## src/rtl/bseq_pkg.sv

```systemverilog
package bseq_pkg;

    // Action taken by the sequencer on a clock edge.
    typedef enum logic [1:0] {
        ACT_HOLD = 2'd0,
        ACT_LOAD = 2'd1,
        ACT_STEP = 2'd2
    } bseq_act_e;

endpackage

```

## src/rtl/bseq_decide.sv

```systemverilog
module bseq_decide
    import bseq_pkg::*;
(
    input  logic      clk,
    input  logic      rst_n,
    input  logic      strobe_proc,
    input  logic      strobe_ctrl,
    input  logic      advance,
    output bseq_act_e act
);

    logic any_strobe;

    always_comb begin
        any_strobe = strobe_proc | strobe_ctrl;
        if (any_strobe) begin
            act = ACT_LOAD;
        end else if (advance) begin
            act = ACT_STEP;
        end else begin
            act = ACT_HOLD;
        end
    end


    load_wins_chk: assert property (@(posedge clk) disable iff (!rst_n)
        (strobe_proc || strobe_ctrl) |-> act == ACT_LOAD);

endmodule

```

## src/rtl/bseq_order.sv

```systemverilog
module bseq_order #(
    parameter int CNT_W = 2
) (
    input  logic [CNT_W-1:0] base,
    input  logic [CNT_W-1:0] count,
    input  logic             order_xor,
    output logic [CNT_W-1:0] lo
);

    logic [CNT_W-1:0] lin_lo;
    logic [CNT_W-1:0] xor_lo;

    // Interleaved order flips base bits by the count bits, bit by bit.
    for (genvar b = 0; b < CNT_W; b++) begin : g_xor
        assign xor_lo[b] = base[b] ^ count[b];
    end

    // Linear order adds with natural wrap at CNT_W bits.
    assign lin_lo = base + count;

    assign lo = order_xor ? xor_lo : lin_lo;

endmodule

```

## src/rtl/burst_addr_seq.sv

```systemverilog
module burst_addr_seq
    import bseq_pkg::*;
#(
    parameter int ADDR_W = 17,
    parameter int CNT_W  = 2
) (
    input  logic              clk,
    input  logic              rst_n,
    input  logic [ADDR_W-1:0] ext_addr,
    input  logic              strobe_proc,
    input  logic              strobe_ctrl,
    input  logic              advance,
    input  logic              order_xor,
    output logic [ADDR_W-1:0] mem_addr
);

    localparam int HI_W = ADDR_W - CNT_W;

    typedef struct packed {
        logic [HI_W-1:0]  hi;
        logic [CNT_W-1:0] base;
        logic [CNT_W-1:0] cnt;
        logic [CNT_W-1:0] lo;
    } seq_state_t;

    seq_state_t st_d, st_q;
    bseq_act_e  act;
    logic [CNT_W-1:0] step_lo;
    logic [CNT_W-1:0] cnt_next;

    bseq_decide u_decide (
        .clk         (clk),
        .rst_n       (rst_n),
        .strobe_proc (strobe_proc),
        .strobe_ctrl (strobe_ctrl),
        .advance     (advance),
        .act         (act)
    );

    assign cnt_next = st_q.cnt + 1'b1;

    bseq_order #(.CNT_W(CNT_W)) u_order (
        .base      (st_q.base),
        .count     (cnt_next),
        .order_xor (order_xor),
        .lo        (step_lo)
    );

    always_comb begin
        st_d = st_q;
        unique case (act)
            ACT_LOAD: begin
                st_d.hi   = ext_addr[ADDR_W-1:CNT_W];
                st_d.base = ext_addr[CNT_W-1:0];
                st_d.cnt  = '0;
                st_d.lo   = ext_addr[CNT_W-1:0];
            end
            ACT_STEP: begin
                st_d.cnt = cnt_next;
                st_d.lo  = step_lo;
            end
            default: ;
        endcase
    end

    always_ff @(posedge clk) begin
        if (!rst_n) begin
            st_q <= '0;
        end else begin
            st_q <= st_d;
        end
    end

    assign mem_addr = {st_q.hi, st_q.lo};


    load_proc_chk: assert property (@(posedge clk) disable iff (!rst_n)
        strobe_proc |=> mem_addr == $past(ext_addr));


    load_ctrl_chk: assert property (@(posedge clk) disable iff (!rst_n)
        strobe_ctrl |=> mem_addr == $past(ext_addr));


    idle_hold_chk: assert property (@(posedge clk) disable iff (!rst_n)
        (!strobe_proc && !strobe_ctrl && !advance) |=> $stable(mem_addr));


    upper_fixed_chk: assert property (@(posedge clk) disable iff (!rst_n)
        (advance && !strobe_proc && !strobe_ctrl)
        |=> mem_addr[ADDR_W-1:CNT_W] == $past(mem_addr[ADDR_W-1:CNT_W]));


    linear_step_chk: assert property (@(posedge clk) disable iff (!rst_n)
        (advance && !strobe_proc && !strobe_ctrl && !order_xor)
        |=> mem_addr[CNT_W-1:0] == CNT_W'($past(mem_addr[CNT_W-1:0]) + 1'b1));


    wrap_start_chk: assert property (@(posedge clk) disable iff (!rst_n)
        (advance && !strobe_proc && !strobe_ctrl && st_q.cnt == {CNT_W{1'b1}})
        |=> mem_addr[CNT_W-1:0] == st_q.base);

endmodule

```

## config.mk

```make
export PLATFORM = sky130hd
export DESIGN_NAME = burst_addr_seq
export DESIGN_NICKNAME = d
export VERILOG_FILES = /design/src/rtl/bseq_pkg.sv /design/src/rtl/bseq_decide.sv /design/src/rtl/bseq_order.sv /design/src/rtl/burst_addr_seq.sv
export SDC_FILE = /design/constraint.sdc
export NUM_CORES = 1
export LEC_CHECK = 0
export BUFFER_PORTS_ARGS = -buffer_cell sky130_fd_sc_hd__buf_2
export CAP_MARGIN = 20
export CORE_AREA = 2 2 61 63
export CTS_CLUSTER_DIAMETER = 120
export CTS_CLUSTER_SIZE = 12
export DETAILED_ROUTE_END_ITERATION = 16
export DIE_AREA = 0 0 63 65
export PLACE_DENSITY_LB_ADDON = 0.2
export SYNTH_ARGS = -nofsm -noshare
export SYNTH_HDL_FRONTEND = slang
export SYNTH_SLANG_ARGS = --single-unit
```

## constraint.sdc

```tcl
create_clock -name clk -period 1.65 [get_ports clk]
set_input_delay 0.33 -clock clk [delete_from_list [all_inputs] [get_ports clk]]
set_output_delay 0.33 -clock clk [all_outputs]
set_load 0.05 [all_outputs]
```

==> flow_summary.toml, run 1 <==
[clock_tree]
cts_tree = "built"
cts.clk_slew.worst_paths_ps = 120
cts_root_buf = "clkbuf_4"
cts.hold.buffers_added = 0
clock_sink_count = 21
total_cts_buffers = 3
total_number_of_h_tree_levels = 1
post_cts_setup_buffers = 0
cts-root-to-sink-buffers = 2
cts.repair.resized = 0
insertion_delay_ps = 310

[grt]
wire_length_of_the_first_global_routing_pass_um = 3118
gr-total-overflow = 0
grt_max_degree = 23
grt_antenna_before_repair = 0
global_route_usage_over_all_layers_pct = 10.00
grt_pass1_vias = 722

[place]
gp_congestion = 0.7329
hpwl_detailed_um = 1427
numPortBuffers = 39

[drt]
detailed_route_iter0_violations = 14
wl_met3_um = 159
detail_route.wirelength_um = 1918
drc_errors = 0
first_pass_drt_iterations = 4
vias = 787
wl_per_cell_um = 10.37
avg_vias_per_cell = 4.254
ant_nets = 0
met1Wirelength_um = 804
topRoutingLayerUsed = "met4"
met2_length_um = 929

[floorplanning]
initial_utilization_pct = 28.49
dieHeight_um = 65
floorplan.die_area_um2 = 4095
core.rowCount = 22
core_um2 = 3496
dieWidth_um = 63
pin_count = 40

[logic_synthesis]
synth.ff_latch_count = 21
post_synth_inst_count = 115
syn_area_um2 = 996.0
yosys.cell_types.count = 19
synth_fp_nets = 139
part_of_the_yosys_area_used_for_sequential_elements_pct = 42.21
ys_warn_count = 0
synth_area_per_cell_um2 = 8.660

[power_and_ir_drop]
total_leakage_power_nw = 0.5297
net-switching-power_mw = 0.3347
clock_power_share_pct = 25.3
power-per-cell-area_nw_per_um2 = 917.0
comb_power_share_pct = 21.3
p_seq_share_pct = 53.3
switching_share_pct = 32.34
max-vdd-ir-drop_mv = 0.3956
intPower_mw = 0.7002

[sta]
hold_violations = 0
worstMarginPinSlew_ps = 629.3
fmax_ghz = 0.7435
total_setup_violations_reported_at_the_end_of_the_flow = 0
clock_skew_ps = 1.327
finalCriticalPeriod_ps = 1345
final_max_slew_viol_count = 0
maxSlewHeadroom_pct = 58.05
finalCritPeriodShare_pct = 81.51
fin_setup_tns_ps = 0
rsz0062_at_grt = "false"

[cells_and_area]
nNetsFinal = 162
syn2layout_area_growth_pct = 13.32
antennaDiodeCount = 0
layout_common_cells = "39 x buf_2, 37 x nand2_1, 21 x dfxtp_1"
post_route_cells_drive_above_1_share_pct = 35.04
final_core_utilization_pct = 32.28
layout.cells.most_common = "buf_2"

[critical_path]
cell_breakdown_of_the_critical_path = "inv_1 > ha_1 > nor2b_2 > xnor3_1 > o211ai_2"
critical_path.max_fanout = 4
cpPeakStageDelay_ps = 400
start_kind = "register"
worst-endpoint-required_ps = 1900
worstSetupPathType = "register to register"
cp_slowest_cell = "dfxtp_1"
arrival_ps = 1600
family_with_the_most_delay_on_the_worst_path = "flip-flops"
worst_setup_path_end_kind = "register"
crit_buf_inv = 1
worst-r2r-setup-slack_ps = 310

[min_path]
hold_path_class = "input pin to register"

[status]
status = "finished, final reports clean"

[run]
drv.max_cap_violation_count = 0
[sequential cells by signal, summed over array words and instances, names as in the netlist]
signal and count:
st_q 4, mem_addr 17
[final cells by class]
class / count / area [um2]
inverter: 1 / 3.754
fill: 395 / 2367
timing repair buffer: 41 / 210.2
multi-input combinational: 70 / 404.1
tap: 48 / 60.06
clock inverter: 1 / 7.507
sequential: 21 / 420.4
clock buffer: 3 / 22.52
[per-stage QoR]
stage	hold slack, ps	cell area [um2]	setup WS, ps	power (mW)	cells
floorplan	441.3	996.0	379.0	0.7589	115
global placement	443.8	1099	346.1	0.7826	181
detailed placement	456.5	1099	306.7	0.7879	181
CTS	234.4	1129	285.0	1.057	185
global route	232.3	1129	187.8	1.094	185
finish	252.8	1129	305.0	1.035	185
[path summary, 6_finish.rpt]
check | from | end | depth (start not counted)
setup / recovery | st_q[2] | mem_addr[1] | 5
hold / removal | ext_addr[5] | mem_addr[5] | 3
setup reg to reg | st_q[2] | mem_addr[1] | 5
hold reg to reg | mem_addr[5] | mem_addr[5] | 2
[cell families after synthesis]
| family | after synthesis | share of synthesized area [%] |
|---|---|---|
| AOI/OAI and AO/OA | 19 | 14.82 |
| xor gates and xnor gates | 4 | 4.900 |
| adders and majority gates | 1 | 1.256 |
| buffers and inverters | 24 | 17.21 |
| DFF | 21 | 42.21 |
| muxes | 1 | 1.131 |
| and+or+nand+nor | 45 | 18.47 |
[Yosys cell counts]
library cell	number	share of area [%]
or2_1	1	0.63
nand2_1	37	14
clkbuf_1	2	0.75
xor2_1	2	1.8
o211ai_2	1	1.3
buf_6	2	2.3
dfxtp_1	21	42
buf_2	2	1.0
nand4b_1	1	0.88
xnor2_1	1	0.88
ha_1	1	1.3
nand3_1	2	1.0
buf_4	17	13
a21boi_0	18	14
xnor3_1	1	2.3
nor2_1	3	1.1
mux2_2	1	1.1
inv_1	1	0.38
nor2b_2	1	0.88
[power by group through the flow]
| stage | combinational [mW] | clock [mW] | sequential (mW) |
|---|---|---|---|
| floorplan | 0.199 | 0 | 0.560 |
| global placement | 0.220 | 0 | 0.562 |
| detailed placement | 0.224 | 0 | 0.564 |
| CTS | 0.224 | 0.280 | 0.553 |
| global route | 0.239 | 0.298 | 0.557 |
| finish | 0.221 | 0.262 | 0.552 |
[layer usage]
layer  vias to the layer above  global-route usage (%)
met1                       360                   10.76
li1                        393                       -
met3                         4                   2.778
met4                         0                   5.000
met5                         -                       0
met2                        30                   17.95
[worst register-to-register path: cells and delay by family, from the launching register on]
family / cells / cell delay [ps]
buffers and inverters: 1 / 60
AO/OA/AOI/OAI: 1 / 160
XOR/XNOR: 1 / 330
AND/OR/NAND/NOR: 1 / 150
flip-flops: 1 / 400
adder cells (fa/ha/maj): 1 / 180
Note: power is estimated with default switching activity, not from simulation.
==> inputs of run 2 (changes only) <==
Clock period 1.65 ns to 1.19 ns, I/O delays scaled along.
==> run 2 against run 1 <==
Register-to-register slack got worse by 250 ps; non-clock buffer count increased by 3; combinational power increased by 51%; critical endpoint is now mem_addr[4]; first-iteration DRC count unchanged; design area increased by 5.8%.
==> flow_summary.toml, run 2 (synthesized netlist as in run 1, its figures left out) <==
[critical_path]
timing.reg2reg.worst_path_depth = 5
worst-r2r-setup-slack_ps = 60
crit_buf_inv = 1
cp_slowest_cell = "dfxtp_1"
worst-endpoint-required_ps = 950
critical_path.max_fanout = 2
arrival_ps = 900
r2r_start = "st_q[2]"
start_kind = "register"
family_with_the_most_delay_on_the_worst_path = "flip-flops"
cell_breakdown_of_the_critical_path = "buf_2"
cpPeakStageDelay_ps = 340
r2r_end = "mem_addr[0]"
worstSetupPathType = "register to output pin"
worst_setup_path_end_kind = "output pin"

[place]
numPortBuffers = 39
post_placement_setup_slack_ps = 62.02
gp_congestion = 0.6593
hpwl_detailed_um = 1382

[floorplanning]
core.rowCount = 22
core_um2 = 3496
dieWidth_um = 63
dieHeight_um = 65
pin_count = 40
floorplan.die_area_um2 = 4095
initial_utilization_pct = 28.49

[cells_and_area]
antennaDiodeCount = 0
multiInputGateArea_um2 = 407.9
ff_latch_area_um2 = 421.7
post_route_cells_drive_above_1_share_pct = 37.14
nNetsFinal = 165
largest_reg_flops = 17
layout_common_cells = "37 x nand2_1, 23 x buf_2, 20 x dfxtp_1"
final.fill_count = 393
layout.cells.most_common = "nand2_1"
final_core_utilization_pct = 34.14
syn2layout_area_growth_pct = 19.85

[power_and_ir_drop]
intPower_mw = 0.9929
max-vdd-ir-drop_mv = 0.3821
total_leakage_power_nw = 0.5522
power-per-cell-area_nw_per_um2 = 1203
clock_power_share_pct = 23.5
comb_power_share_pct = 23.2
switching_share_pct = 30.83
p_seq_share_pct = 53.3
net-switching-power_mw = 0.4426

[drt]
vias = 756
ant_nets = 0
first_pass_drt_iterations = 4
avg_vias_per_cell = 4.021
detailed_route_iter0_violations = 14
drc_errors = 0
detail_route.wirelength_um = 1861
wl_per_cell_um = 9.899

[sta]
clock_skew_ps = 0.6562
worstMarginPinSlew_ps = 323.2
total_setup_violations_reported_at_the_end_of_the_flow = 0
finalCriticalPeriod_ps = 1134
finalCritPeriodShare_pct = 95.28
maxSlewHeadroom_pct = 78.45
final_max_slew_viol_count = 0
fin_setup_tns_ps = 0
hold_violations = 0
final.setup.worst_slack_ps = 56.23
fmax_ghz = 0.8820
rsz0062_at_grt = "false"

[clock_tree]
post_cts_setup_buffers = 0
cts-root-to-sink-buffers = 2
insertion_delay_ps = 290
clock_sink_count = 21
total_number_of_h_tree_levels = 1
cts.clk_slew.worst_paths_ps = 120
cts_tree = "built"
cts_root_buf = "clkbuf_4"
cts.hold.buffers_added = 0
total_cts_buffers = 3

[grt]
gr-total-overflow = 0
grt_pass1_vias = 747
global_route_usage_over_all_layers_pct = 10.06
grt_max_degree = 23
grt_antenna_before_repair = 0
wire_length_of_the_first_global_routing_pass_um = 3263

[run]
drv.max_cap_violation_count = 0

[min_path]
hold_path.startpoint = "ext_addr[2]"
hold_path_class = "input pin to register"
min_to = "mem_addr[2]"
timing.hold.worst_path_depth = 3

[status]
status = "finished, final reports clean"
==> run 2: changes by cell type in the layout (fill, tap and decap cells not counted) <==
cell / change
buf_2: -16
clkbuf_4: +13
buf_4: +6
clkinv_2: +1
clkinvlp_4: -1
dfxtp_1: -1
dfxtp_2: +1
mux2_2: -1
mux2_4: +1
==> run 2: area by class of cell <==
type                    instances  area share, %
clock buffers                   3          1.887
clock inverters                 1         0.4193
inverters                       1         0.3145
multi-input cells              70          34.17
flip-flops and latches         21          35.33
well taps                      48          5.031
repair buffers                 44          22.85
==> run 2: through the flow <==
| stage | cell area (um2) | hold WS [ps] | total power, mW | instances |
|---|---|---|---|---|
| finish | 1194 | 174.5 | 1.436 | 188 |
| floorplan | 997.2 | 374.7 | 1.053 | 115 |
| global route | 1194 | 157.8 | 1.540 | 188 |
| global placement | 1122 | 445.4 | 1.092 | 184 |
| CTS | 1150 | 158.7 | 1.446 | 188 |
| detailed placement | 1122 | 451.2 | 1.099 | 184 |
==> run 2: power groups by stage <==
stage	sequential (mW)	combinational, mW	clock, mW
2_1_floorplan	0.777	0.276	0
3_3_place_gp	0.778	0.314	0
5_1_grt	0.772	0.362	0.406
3_5_place_dp	0.780	0.318	0
4_1_cts	0.765	0.319	0.362
6_report	0.765	0.334	0.337
==> run 2: worst max-delay path by stage <==
stage	cells after the start	startpoint	endpoint
2_1_floorplan	5	st_q[2]	mem_addr[0]
5_1_grt	1	mem_addr[4]	mem_addr[4]
3_3_place_gp	5	st_q[2]	mem_addr[0]
3_5_place_dp	5	st_q[2]	mem_addr[0]
4_1_cts	1	mem_addr[1]	mem_addr[1]
6_report	1	mem_addr[4]	mem_addr[4]
==> run 2: worst register-to-register path, delay by kind of cell (launching register included) <==
kind	cells	cell delay, ps
DFF	1	340
muxes	1	260
adders and majority gates	1	280
AOI/OAI and AO/OA	1	70
buffers and inverters	1	40
and+or+nand+nor	1	60
==> run 2: what timing repair did <==
action | in CTS | in global routing
endpoints found under the setup margin | 0 | 16
hold endpoints to repair | 0 | 0
resized for setup | 0 | 20
==> run 2: per-layer routing <==
layer,share of wire (%),global-route usage (%),wire [um],vias up
met4,0.86,4.167,16,0
met3,7.8,2.951,146,2
li1,-,-,-,402
met1,45,12.91,834,324
met5,0,0,0,-
met2,46,15.69,863,28
==> inputs of run 3 (changes only) <==
Settings changed: ABC_AREA from default to 1, CORE_AREA 2 2 61 63 to 2 2 60 62, DIE_AREA 0 0 63 65 to 0 0 62 64.
==> run 3 against run 2 <==
Area after synthesis decreased by 3.8%; critical endpoint is now mem_addr[8]; non-clock buffer count down 4; design area down 5.1%; register-to-register slack improved by 30 ps; sequential power rose by 1%; combinational power grew 5%; largest power group unchanged; utilization rose by 0.33 points; clock power shrank 3%; global-route usage is 0.33 points higher; critical path type unchanged.
==> flow_summary.toml, run 3 <==
[clock_tree]
clock_sink_count = 21
cts_tree = "built"
cts-root-to-sink-buffers = 2
cts.repair.resized = 0
total_cts_buffers = 3
insertion_delay_ps = 290
cts.clk_slew.worst_paths_ps = 100
post_cts_setup_buffers = 0
total_number_of_h_tree_levels = 1
cts_root_buf = "clkbuf_4"
cts.hold.buffers_added = 0

[sta]
clock_skew_ps = 4.078
final_max_slew_viol_count = 0
final.setup.worst_slack_ps = 54.77
total_setup_violations_reported_at_the_end_of_the_flow = 0
worstMarginPinSlew_ps = 260.6
finalCriticalPeriod_ps = 1135
rsz0062_at_grt = "true"
finalCritPeriodShare_pct = 95.40
fmax_ghz = 0.8809
hold_violations = 0
maxSlewHeadroom_pct = 82.63
fin_setup_tns_ps = 0

[grt]
grt_antenna_before_repair = 0
global_route_usage_over_all_layers_pct = 10.38
groute.layer.met1.usage_pct = 13.57
grt_max_degree = 19
wire_length_of_the_first_global_routing_pass_um = 3146
gr-total-overflow = 0
grt-busiest-layer = "met2"
grt_pass1_vias = 730
grt.met2_usage_pct = 16.54
grt.met3_usage_pct = 2.429

[cells_and_area]
largest_reg_flops = 17
syn2layout_area_growth_pct = 18.15
layout.cells.most_common = "buf_2"
post_route_cells_drive_above_1_share_pct = 35.29
layout_common_cells = "31 x buf_2, 30 x nor2_1, 20 x dfxtp_1"
antennaDiodeCount = 0
nNetsFinal = 178
finalInstanceArea_um2 = 1132

[logic_synthesis]
ys_warn_count = 0
synth_area_leader_cell = "dfxtp_1"
synth_ff_type = "dfxtp_1"
synth.ff_latch_count = 21
synth.top_cells.by_area = "dfxtp_1 44%, buf_4 14%, nor2_1 12%, nand2_1 7.0%, o21ai_0 6.8%"
synth_fp_nets = 153
synth_top_area_share_pct = 43.86
most_used_standard_cell_by_instance_count_after_synthesis = "nor2_1"
part_of_the_yosys_area_used_for_sequential_elements_pct = 43.86
syn_area_um2 = 958.4
yosys.cell_types.count = 18
synth_area_per_cell_um2 = 7.430
synth_enable_flop_cells = 0
synth_async_sr_flop_share_pct = 0
synth_common_cells = "30 x nor2_1, 21 x dfxtp_1, 18 x buf_4, 18 x nand2_1, 13 x o21ai_0"
post_synth_inst_count = 129

[floorplanning]
core_um2 = 3284
dieHeight_um = 64
dieWidth_um = 62
floorplan.die_area_um2 = 3968
pin_count = 40
core.rowCount = 21
initial_utilization_pct = 29.18

[critical_path]
worstSetupPathType = "register to output pin"
cell_breakdown_of_the_critical_path = "buf_2"
worst_setup_path_end_kind = "output pin"
critical_path.max_fanout = 2
cpPeakStageDelay_ps = 350
arrival_ps = 900
crit_buf_inv = 1
worst-endpoint-required_ps = 950
start_kind = "register"
family_with_the_most_delay_on_the_worst_path = "flip-flops"
cp_slowest_cell = "dfxtp_1"

[drt]
wl_per_cell_um = 9.457
drc_errors = 0
detail_route.wirelength_um = 1882
ant_nets = 0
detailed_route_iter0_violations = 33
first_pass_drt_iterations = 2
avg_vias_per_cell = 4.075
vias = 811

[place]
post_dp_cell_area_um2 = 1075
hpwl_detailed_um = 1481
gp_congestion = 0.7869
numPortBuffers = 39
post_placement_setup_slack_ps = 71.54

[power_and_ir_drop]
max-vdd-ir-drop_mv = 0.3225
power-per-cell-area_nw_per_um2 = 1282
total_leakage_power_nw = 0.5709

[min_path]
hold_path_class = "input pin to register"

[status]
status = "finished, final reports clean"

[run]
drv.max_cap_violation_count = 0
[run 3: changes by cell type in the layout (fill, tap and decap cells not counted), moves of 2 or more]
cell and change:
buf_4 -7, nand2_2 +2, a21boi_0 -18, o21ai_1 +3
nand2_1 -20, a21oi_1 +4, inv_2 +2, inv_1 +6
xor2_1 -2, buf_2 +8, clkbuf_4 -5, nor2_4 +2
o21ai_0 +13, nor2_1 +27
[run 3: where the power goes]
part           switching (mW)  total (mW)  internal [mW]  leakage [nW]
logic                   0.247       0.350          0.104         0.381
registers              0.0244       0.775          0.751         0.175
clock network           0.196       0.326          0.130        0.0150
total                   0.467        1.45          0.985         0.571
[run 3: cell type report]
| type | count | area, um2 |
|---|---|---|
| Tap cell | 46 | 57.56 |
| Sequential cell | 21 | 421.7 |
| Clock buffer | 4 | 26.28 |
| Inverter | 11 | 43.79 |
| Fill cell | 372 | 2152 |
| Multi-Input combinational cell | 77 | 360.3 |
| Timing Repair Buffer | 40 | 222.7 |
[run 3: final timing paths]
check,from,to,slack [ps],cells after the start
worst max-delay path,mem_addr[8],mem_addr[8],50,1
worst max register to register,st_q[2],mem_addr[1],90,7
worst min register to register,st_q[2],st_q[2],470,1
worst min-delay path,ext_addr[6],mem_addr[6],190,3
[run 3: cells by family after synthesis]
group / Yosys count / share of synthesized area [%]
simple gates: 55 / 23.89
buf+inv: 31 / 19.58
compound gates: 21 / 11.36
flops: 21 / 43.86
fa+ha+maj: 1 / 1.305
[run 3: metrics by stage]
step	hold WS (ps)	total power, mW	instances	util, %
2_1_floorplan	373.7	1.089	129	-
4_1_cts	177.2	1.474	199	33.52
3_3_place_gp	460.4	1.130	195	32.72
6_report	189.6	1.451	199	34.48
3_5_place_dp	464.7	1.133	195	32.72
5_1_grt	195.9	1.548	199	34.48
[run 3: layer usage]
metal	part of all wire (%)	up-vias
met3	5.6	2
met4	0.43	0
met2	48	18
met1	46	356
li1	-	435
met5	0	-
[run 3: worst reg2reg max path: stages, from the launching register on]
cell and delay [ps]:
dfxtp_2 380, inv_2 40, ha_2 190, nand2_1 80, nand2_2 50, nand3_1 80, nand3_1 90, a21oi_2 130
